## src/rtl/asn_tlb_pkg.sv

```systemverilog
package asn_tlb_pkg;
  // Invalidate request decoded once at the top and broadcast to every slot.
  typedef enum logic [1:0] {
    KILL_NONE   = 2'd0,
    KILL_ALL    = 2'd1,
    KILL_SELECT = 2'd2
  } kill_e;
endpackage

```

## src/rtl/asn_tlb_slot.sv

```systemverilog
module asn_tlb_slot
  import asn_tlb_pkg::*;
#(
  parameter int VPN_W = 19,
  parameter int PPN_W = 20,
  parameter int ASN_W = 8,
  parameter int MODES = 4
) (
  input  logic             clk,
  input  logic             rst,
  input  kill_e            kill,
  input  logic             proc_sel,
  input  logic             addr_sel,
  input  logic [VPN_W-1:0] fl_vpn,
  input  logic [ASN_W-1:0] fl_asn,
  input  logic             wr,
  input  logic [VPN_W-1:0] w_vpn,
  input  logic [PPN_W-1:0] w_ppn,
  input  logic [ASN_W-1:0] w_asn,
  input  logic             w_glb,
  input  logic [MODES-1:0] w_rd,
  input  logic [MODES-1:0] w_wr,
  input  logic             w_frd,
  input  logic             w_fwr,
  input  logic [VPN_W-1:0] lk_vpn,
  input  logic [ASN_W-1:0] lk_asn,
  output logic             valid,
  output logic             match,
  output logic [PPN_W-1:0] s_ppn,
  output logic [ASN_W-1:0] s_asn,
  output logic             s_glb,
  output logic [MODES-1:0] s_rd,
  output logic [MODES-1:0] s_wr,
  output logic             s_frd,
  output logic             s_fwr
);
  logic [VPN_W-1:0] tag_q;
  logic             drop_proc;
  logic             drop_addr;

  assign drop_proc = proc_sel && !s_glb;
  assign drop_addr = addr_sel && (tag_q == fl_vpn) && (s_glb || (s_asn == fl_asn));
  assign match     = valid && (tag_q == lk_vpn) && (s_glb || (s_asn == lk_asn));

  // Valid bit: full wipe beats a write, a write beats a selective drop.
  always_ff @(posedge clk) begin
    if (rst)                                             valid <= 1'b0;
    else if (kill == KILL_ALL)                           valid <= 1'b0;
    else if (wr)                                         valid <= 1'b1;
    else if (kill == KILL_SELECT && (drop_proc || drop_addr)) valid <= 1'b0;
  end

  // Payload carries no reset; it is qualified by the valid bit.
  always_ff @(posedge clk) begin
    if (wr) begin
      tag_q <= w_vpn;
      s_ppn <= w_ppn;
      s_asn <= w_asn;
      s_glb <= w_glb;
      s_rd  <= w_rd;
      s_wr  <= w_wr;
      s_frd <= w_frd;
      s_fwr <= w_fwr;
    end
  end

  AST_SLOT_FILL: assert property (@(posedge clk) disable iff (rst)
    (wr && kill != KILL_ALL) |=> (valid && tag_q == $past(w_vpn)));
  AST_SLOT_CLEAR: assert property (@(posedge clk) disable iff (rst)
    (kill == KILL_ALL) |=> !valid);
  AST_SLOT_KEEP_GLOBAL: assert property (@(posedge clk) disable iff (rst)
    (kill == KILL_SELECT && proc_sel && !addr_sel && valid && s_glb) |=> valid);
  AST_SLOT_DROP_LOCAL: assert property (@(posedge clk) disable iff (rst)
    (kill == KILL_SELECT && proc_sel && !wr && valid && !s_glb) |=> !valid);
  AST_SLOT_OTHER_TAG: assert property (@(posedge clk) disable iff (rst)
    (kill == KILL_SELECT && addr_sel && !proc_sel && valid && tag_q != fl_vpn) |=> valid);
endmodule

```

## src/rtl/asn_tlb_rptr.sv

```systemverilog
module asn_tlb_rptr #(
  parameter int ENTRIES = 16,
  parameter int IDX_W   = 4
) (
  input  logic             clk,
  input  logic             rst,
  input  logic             clear,
  input  logic             step,
  output logic [IDX_W-1:0] ptr
);
  localparam logic [IDX_W-1:0] LAST = IDX_W'(ENTRIES - 1);

  always_ff @(posedge clk) begin
    if (rst || clear)  ptr <= '0;
    else if (step)     ptr <= (ptr == LAST) ? '0 : ptr + 1'b1;
  end

  AST_PTR_RANGE: assert property (@(posedge clk) disable iff (rst)
    32'(ptr) < ENTRIES);
  AST_PTR_WRAP: assert property (@(posedge clk) disable iff (rst)
    (step && !clear && ptr == LAST) |=> (ptr == '0));
  AST_PTR_CLEAR: assert property (@(posedge clk) disable iff (rst)
    clear |=> (ptr == '0));
  AST_PTR_HOLD: assert property (@(posedge clk) disable iff (rst)
    (!step && !clear) |=> $stable(ptr));
endmodule

```

## src/rtl/asn_tlb_pick.sv

```systemverilog
module asn_tlb_pick #(
  parameter int ENTRIES = 16,
  parameter int IDX_W   = 4
) (
  input  logic [ENTRIES-1:0] match,
  output logic               hit,
  output logic [IDX_W-1:0]   idx
);
  always_comb begin
    hit = |match;
    idx = '0;
    for (int i = ENTRIES - 1; i >= 0; i--) begin
      if (match[i]) idx = IDX_W'(i);
    end
  end
endmodule

```

## src/rtl/asn_tlb.sv

```systemverilog
module asn_tlb
  import asn_tlb_pkg::*;
#(
  parameter int ENTRIES    = 16,
  parameter int VA_W       = 32,
  parameter int PAGE_SHIFT = 13,
  parameter int PPN_W      = 20,
  parameter int ASN_W      = 8,
  parameter int MODES      = 4,
  localparam int VPN_W     = VA_W - PAGE_SHIFT,
  localparam int IDX_W     = (ENTRIES > 1) ? $clog2(ENTRIES) : 1
) (
  input  logic             clk,
  input  logic             rst,
  input  logic [VPN_W-1:0] lk_vpn,
  input  logic [ASN_W-1:0] lk_asn,
  output logic             lk_hit,
  output logic [IDX_W-1:0] lk_idx,
  output logic [PPN_W-1:0] hit_ppn,
  output logic [ASN_W-1:0] hit_asn,
  output logic             hit_glb,
  output logic [MODES-1:0] hit_rd_en,
  output logic [MODES-1:0] hit_wr_en,
  output logic             hit_fault_rd,
  output logic             hit_fault_wr,
  output logic             lk_hit_q,
  output logic [IDX_W-1:0] lk_idx_q,
  input  logic             ins_en,
  input  logic [VA_W-1:0]  ins_va,
  input  logic [PPN_W-1:0] ins_ppn,
  input  logic [ASN_W-1:0] ins_asn,
  input  logic             ins_glb,
  input  logic [MODES-1:0] ins_rd_en,
  input  logic [MODES-1:0] ins_wr_en,
  input  logic             ins_fault_rd,
  input  logic             ins_fault_wr,
  input  logic             ptr_adv,
  output logic [IDX_W-1:0] ptr_idx,
  input  logic             flush_all,
  input  logic             flush_proc,
  input  logic             flush_addr,
  input  logic [VA_W-1:0]  flush_va,
  input  logic [ASN_W-1:0] flush_asn
);
  kill_e              kill;
  logic [VPN_W-1:0]   ins_vpn;
  logic [VPN_W-1:0]   fl_vpn;
  logic [ENTRIES-1:0] slot_valid;
  logic [ENTRIES-1:0] slot_match;
  logic [PPN_W-1:0]   e_ppn [ENTRIES];
  logic [ASN_W-1:0]   e_asn [ENTRIES];
  logic               e_glb [ENTRIES];
  logic [MODES-1:0]   e_rd  [ENTRIES];
  logic [MODES-1:0]   e_wr  [ENTRIES];
  logic               e_frd [ENTRIES];
  logic               e_fwr [ENTRIES];
  logic [ENTRIES-1:0] below_mask;

  assign ins_vpn = ins_va[VA_W-1:PAGE_SHIFT];
  assign fl_vpn  = flush_va[VA_W-1:PAGE_SHIFT];

  always_comb begin
    if (flush_all)                    kill = KILL_ALL;
    else if (flush_proc || flush_addr) kill = KILL_SELECT;
    else                              kill = KILL_NONE;
  end

  asn_tlb_rptr #(.ENTRIES(ENTRIES), .IDX_W(IDX_W)) u_rptr (
    .clk   (clk),
    .rst   (rst),
    .clear (flush_all),
    .step  (ins_en || ptr_adv),
    .ptr   (ptr_idx)
  );

  for (genvar g = 0; g < ENTRIES; g++) begin : g_slot
    asn_tlb_slot #(.VPN_W(VPN_W), .PPN_W(PPN_W), .ASN_W(ASN_W), .MODES(MODES)) u_slot (
      .clk      (clk),
      .rst      (rst),
      .kill     (kill),
      .proc_sel (flush_proc),
      .addr_sel (flush_addr),
      .fl_vpn   (fl_vpn),
      .fl_asn   (flush_asn),
      .wr       (ins_en && (ptr_idx == IDX_W'(g))),
      .w_vpn    (ins_vpn),
      .w_ppn    (ins_ppn),
      .w_asn    (ins_asn),
      .w_glb    (ins_glb),
      .w_rd     (ins_rd_en),
      .w_wr     (ins_wr_en),
      .w_frd    (ins_fault_rd),
      .w_fwr    (ins_fault_wr),
      .lk_vpn   (lk_vpn),
      .lk_asn   (lk_asn),
      .valid    (slot_valid[g]),
      .match    (slot_match[g]),
      .s_ppn    (e_ppn[g]),
      .s_asn    (e_asn[g]),
      .s_glb    (e_glb[g]),
      .s_rd     (e_rd[g]),
      .s_wr     (e_wr[g]),
      .s_frd    (e_frd[g]),
      .s_fwr    (e_fwr[g])
    );
  end

  asn_tlb_pick #(.ENTRIES(ENTRIES), .IDX_W(IDX_W)) u_pick (
    .match (slot_match),
    .hit   (lk_hit),
    .idx   (lk_idx)
  );

  // Field mux of the winning slot; zeros on a miss.
  always_comb begin
    hit_ppn      = '0;
    hit_asn      = '0;
    hit_glb      = 1'b0;
    hit_rd_en    = '0;
    hit_wr_en    = '0;
    hit_fault_rd = 1'b0;
    hit_fault_wr = 1'b0;
    if (lk_hit) begin
      hit_ppn      = e_ppn[lk_idx];
      hit_asn      = e_asn[lk_idx];
      hit_glb      = e_glb[lk_idx];
      hit_rd_en    = e_rd[lk_idx];
      hit_wr_en    = e_wr[lk_idx];
      hit_fault_rd = e_frd[lk_idx];
      hit_fault_wr = e_fwr[lk_idx];
    end
  end

  always_ff @(posedge clk) begin
    if (rst) begin
      lk_hit_q <= 1'b0;
      lk_idx_q <= '0;
    end else begin
      lk_hit_q <= lk_hit;
      lk_idx_q <= lk_idx;
    end
  end

  assign below_mask = (ENTRIES'(1) << lk_idx) - ENTRIES'(1);

  AST_HIT_IS_MATCH: assert property (@(posedge clk) disable iff (rst)
    lk_hit |-> slot_match[lk_idx]);
  AST_MISS_NO_MATCH: assert property (@(posedge clk) disable iff (rst)
    !lk_hit |-> (slot_match == '0));
  AST_LOWEST_WINS: assert property (@(posedge clk) disable iff (rst)
    lk_hit |-> ((slot_match & below_mask) == '0));
  AST_HIT_Q_TRACK: assert property (@(posedge clk) disable iff (rst)
    1'b1 |=> (lk_hit_q == $past(lk_hit) && lk_idx_q == $past(lk_idx)));
  AST_WIPE_EMPTY: assert property (@(posedge clk) disable iff (rst)
    flush_all |=> ($countones(slot_valid) == 0));
endmodule

```

## config.mk

```make
export PLATFORM = sky130hd
export DESIGN_NAME = asn_tlb
export DESIGN_NICKNAME = d
export VERILOG_FILES = /design/src/rtl/asn_tlb_pkg.sv /design/src/rtl/asn_tlb_slot.sv /design/src/rtl/asn_tlb_rptr.sv /design/src/rtl/asn_tlb_pick.sv /design/src/rtl/asn_tlb.sv
export SDC_FILE = /design/constraint.sdc
export NUM_CORES = 2
export LEC_CHECK = 0
export CAP_MARGIN = 20
export CORE_MARGIN = 3
export CORE_UTILIZATION = 40
export DETAILED_ROUTE_END_ITERATION = 6
export SYNTH_ARGS = -nofsm -noshare
export SYNTH_HDL_FRONTEND = slang
export SYNTH_HIERARCHICAL = 1
export SYNTH_SLANG_ARGS = --single-unit
export TNS_END_PERCENT = 5
```

## constraint.sdc

```tcl
create_clock -name clk -period 6.85 [get_ports clk]
set_clock_uncertainty 0.2 [all_clocks]
set_input_delay 0.685 -clock clk [delete_from_list [all_inputs] [get_ports clk]]
set_output_delay 0.685 -clock clk [all_outputs]
set_load 0.05 [all_outputs]
```

==> out/metrics.yaml <==
layoutNonFillerInstCount: 4945
via_per_inst: 5.48
netSwitchingFraction_pct: 22.3
ctsResizeCount: 0
io_pins: 198
async_flop_share_pct: 0
die_area_um2: 116000
required_ns: 5.96
seqPwrFrac_pct: 51.7
min_period_ns: 6.59
period_share_pct: 96.2
final.setup.tns_ns: 0
ys_seq_area_share_pct: 63.2
synthDominantCellAreaShare_pct: 62.1
drt-total-wl_um: 134000
timing.rr.start: "u_rptr/ptr[0]$_SDFFE_PP0P_"
worst-path-max-fanout: 75
cts_buffers: 102
clkTransAtPathRegs_ns: 0.06
crit_type: "in -> out"
cts.sinks: 953
comb_power_share_pct: 6.0
first_iter_violations: 2147
overflow: 0
min_from: "g_slot[14].u_slot/tag_q[0]$_DFFE_PP_"
r2r_cells: 6
ir_drop_mv: 0.205
postCtsSetupBuffers: 0
relSlewSlack_pct: 13.0
status: "finished clean"
final.setup.worst_slack_ns: 0.262
min_path_cells: 4
detail-route-antenna-nets: 0
die_w_um: 341
synth_area_per_cell_um2: 15.0
ys_types: 51
grt_pass1_vias: 27500
power_frac_clock_pct: 42.3
setup_viol: 0
p_switching_w: 0.00279
cp-startpoint: "lk_asn[0]"
synth-seq-cells: 953
initial_core_util_pct: 40.4
stdcell_area_um2: 53200
wl_per_cell_um: 27.1
nets: 3520
placed_cells: 4752
area_growth_pct: 18.5
arrival_ns: 5.70
end_kind: "output pin"
p_int_w: 0.00973
yosys_warnings: 6
htree_num_levels: 3
hold_path.class: "reg -> reg"
grt_pass1_wl_um: 192000
drv_slew: 0
cts_tree: "yes"
syn_inst: 2991
gp_congestion: 0.928
place_hpwl_um: 90000
clock_latency_ns: 0.71
worstMarginPinSlew_ns: 1.30
syn_nets: 3137
cts_max_path_buffers: 3
power.density_nw_per_um2: 235
vias: 27100
cts-root-buf: "clkbuf_16"
track_usage_pct: 22.6
netlist_top_cells_area: "edfxtp_1 62%, xnor2_1 11%, mux2i_1 6.5%"
synth_ff_type: "edfxtp_1"
utilization_pct: 47.9
drv_cap: 0
leakage_nw: 16.5
synthMostInstantiatedCell: "edfxtp_1"
start_kind: "input pin"
portBuffers: 171
coreArea_um2: 111000
die_h_um: 341
rsz0062_at_grt: "no"
rows: 122
hold_viol_final: 0
yosysTopAreaCell: "edfxtp_1"
synth-edff-count: 928
drive_gt1_share_pct: 12.9
grt_max_degree: 76
pre_cts_slack_ns: 0.461
place_area_um2: 49900
dr.pass1.iters: 5
syn_area_um2: 44900
max_freq_mhz: 152
synth_common_cells: "928 x edfxtp_1, 544 x xnor2_1, 321 x xor2_1, 293 x mux2i_1, 144 x nand4_1"
antenna_found_initial: 10
remaining_drc_errors: 0
hold_buffers: 0
[power by group through the flow]
stage          logic (W)  clock network [W]  registers (W)
4_1_cts         0.000743            0.00540        0.00647
5_1_grt         0.000797            0.00562        0.00647
3_3_place_gp    0.000734                  0        0.00659
2_1_floorplan   0.000306                  0        0.00659
6_report        0.000745            0.00530        0.00647
3_5_place_dp    0.000739                  0        0.00659
[cells by family (layout without fill, tap and decap cells)]
| logic type | count (synthesis) | in the layout | share of synthesized area (%) |
|---|---|---|---|
| fa+ha+maj | 1 | 1 | 0.0279 |
| compound gates | 277 | 277 | 4.60 |
| other cells | 0 | 7 | 0 |
| buf+inv | 112 | 571 | 1.67 |
| flops | 953 | 953 | 63.2 |
| simple gates | 478 | 478 | 6.45 |
| mux | 305 | 305 | 7.18 |
| xor+xnor | 865 | 865 | 16.9 |
[registers in the layout, indices dropped and copies added (netlist names)]
register	cells
g_slot.u_slot/s_asn	128
g_slot.u_slot/s_rd	64
lk_hit_q	1
g_slot.u_slot/s_ppn	320
g_slot.u_slot/tag_q	304
g_slot.u_slot/s_fwr	16
u_rptr/ptr	4
g_slot.u_slot/s_frd	16
g_slot.u_slot/valid	16
g_slot.u_slot/s_glb	16
lk_idx_q	4
g_slot.u_slot/s_wr	64
[cell usage in the layout (no fill, tap or decap), types with 15 or more instances in the layout]
cell             Yosys  routed
nand3_1             38      38
a21oi_1             21      21
nand4_1            144     144
o21ai_0             18      18
o22ai_1             25      24
dfxtp_1             25      25
a22oi_1            140     140
mux2i_1            293     293
and4bb_2            16      16
clkbuf_16            0     103
nor4_1              97      97
o31ai_1             19      19
clkdlybuf4s50_1      0     129
clkinv_1             0      15
and4bb_1            16      16
nand2_1             79      78
xor2_1             321     321
buf_4                7     167
buf_12               9      51
clkbuf_1            30      31
edfxtp_1           928     928
nor2_1              40      26
and2b_2             16      16
o211ai_1            16      16
xnor2_1            544     544
inv_1               36      36
[final cells by class]
cell class / count / area, um2
antenna: 7 / 17.5
clock buffer: 137 / 2720
clock inverter: 43 / 468
fill: 9652 / 57800
inverter: 36 / 135
multi-input combinational: 1926 / 16000
sequential: 953 / 28400
tap: 1488 / 1860
timing repair buffer: 355 / 3670
[path summary, 6_finish.rpt]
check	slack, ns	end
worst min-delay path	0.46	g_slot[14].u_slot/valid$_SDFFE_PP0P_
worst max-delay path	0.26	hit_ppn[8]
worst min register to register	0.46	g_slot[14].u_slot/valid$_SDFFE_PP0P_
worst max register to register	2.78	g_slot[7].u_slot/valid$_SDFFE_PP0P_
[critical path, stage by stage]
cell and delay (ns):
clkdlybuf4s50_1 0.75, xor2_1 0.30, nor4_1 0.45, a21oi_1 0.37, nor4_1 0.34, buf_4 0.21
a21oi_1 0.06, o311a_1 0.33, o22ai_4 0.37, buf_12 0.47, buf_12 0.31, mux2i_1 0.11
a22oi_1 0.23, nand2_1 0.08, o22ai_1 0.28, buf_12 0.18
[per-layer routing]
layer  track usage, %  part of all wire [%]  wire length, um  up-vias
li1                 -                     -                -    12200
met1             29.4                    42            56300    13800
met2             37.4                    48            64200      826
met3             5.19                   6.5             8660      214
met4             7.75                   3.6             4860       10
met5                0                 0.040               54        -
[stage by stage]
step,power (W),hold slack [ns]
2_1_floorplan,0.00689,0.394
3_3_place_gp,0.00732,0.443
3_5_place_dp,0.00733,0.447
4_1_cts,0.0126,0.452
5_1_grt,0.0129,0.514
6_report,0.0125,0.461
Power figures use the tool's default switching activity.
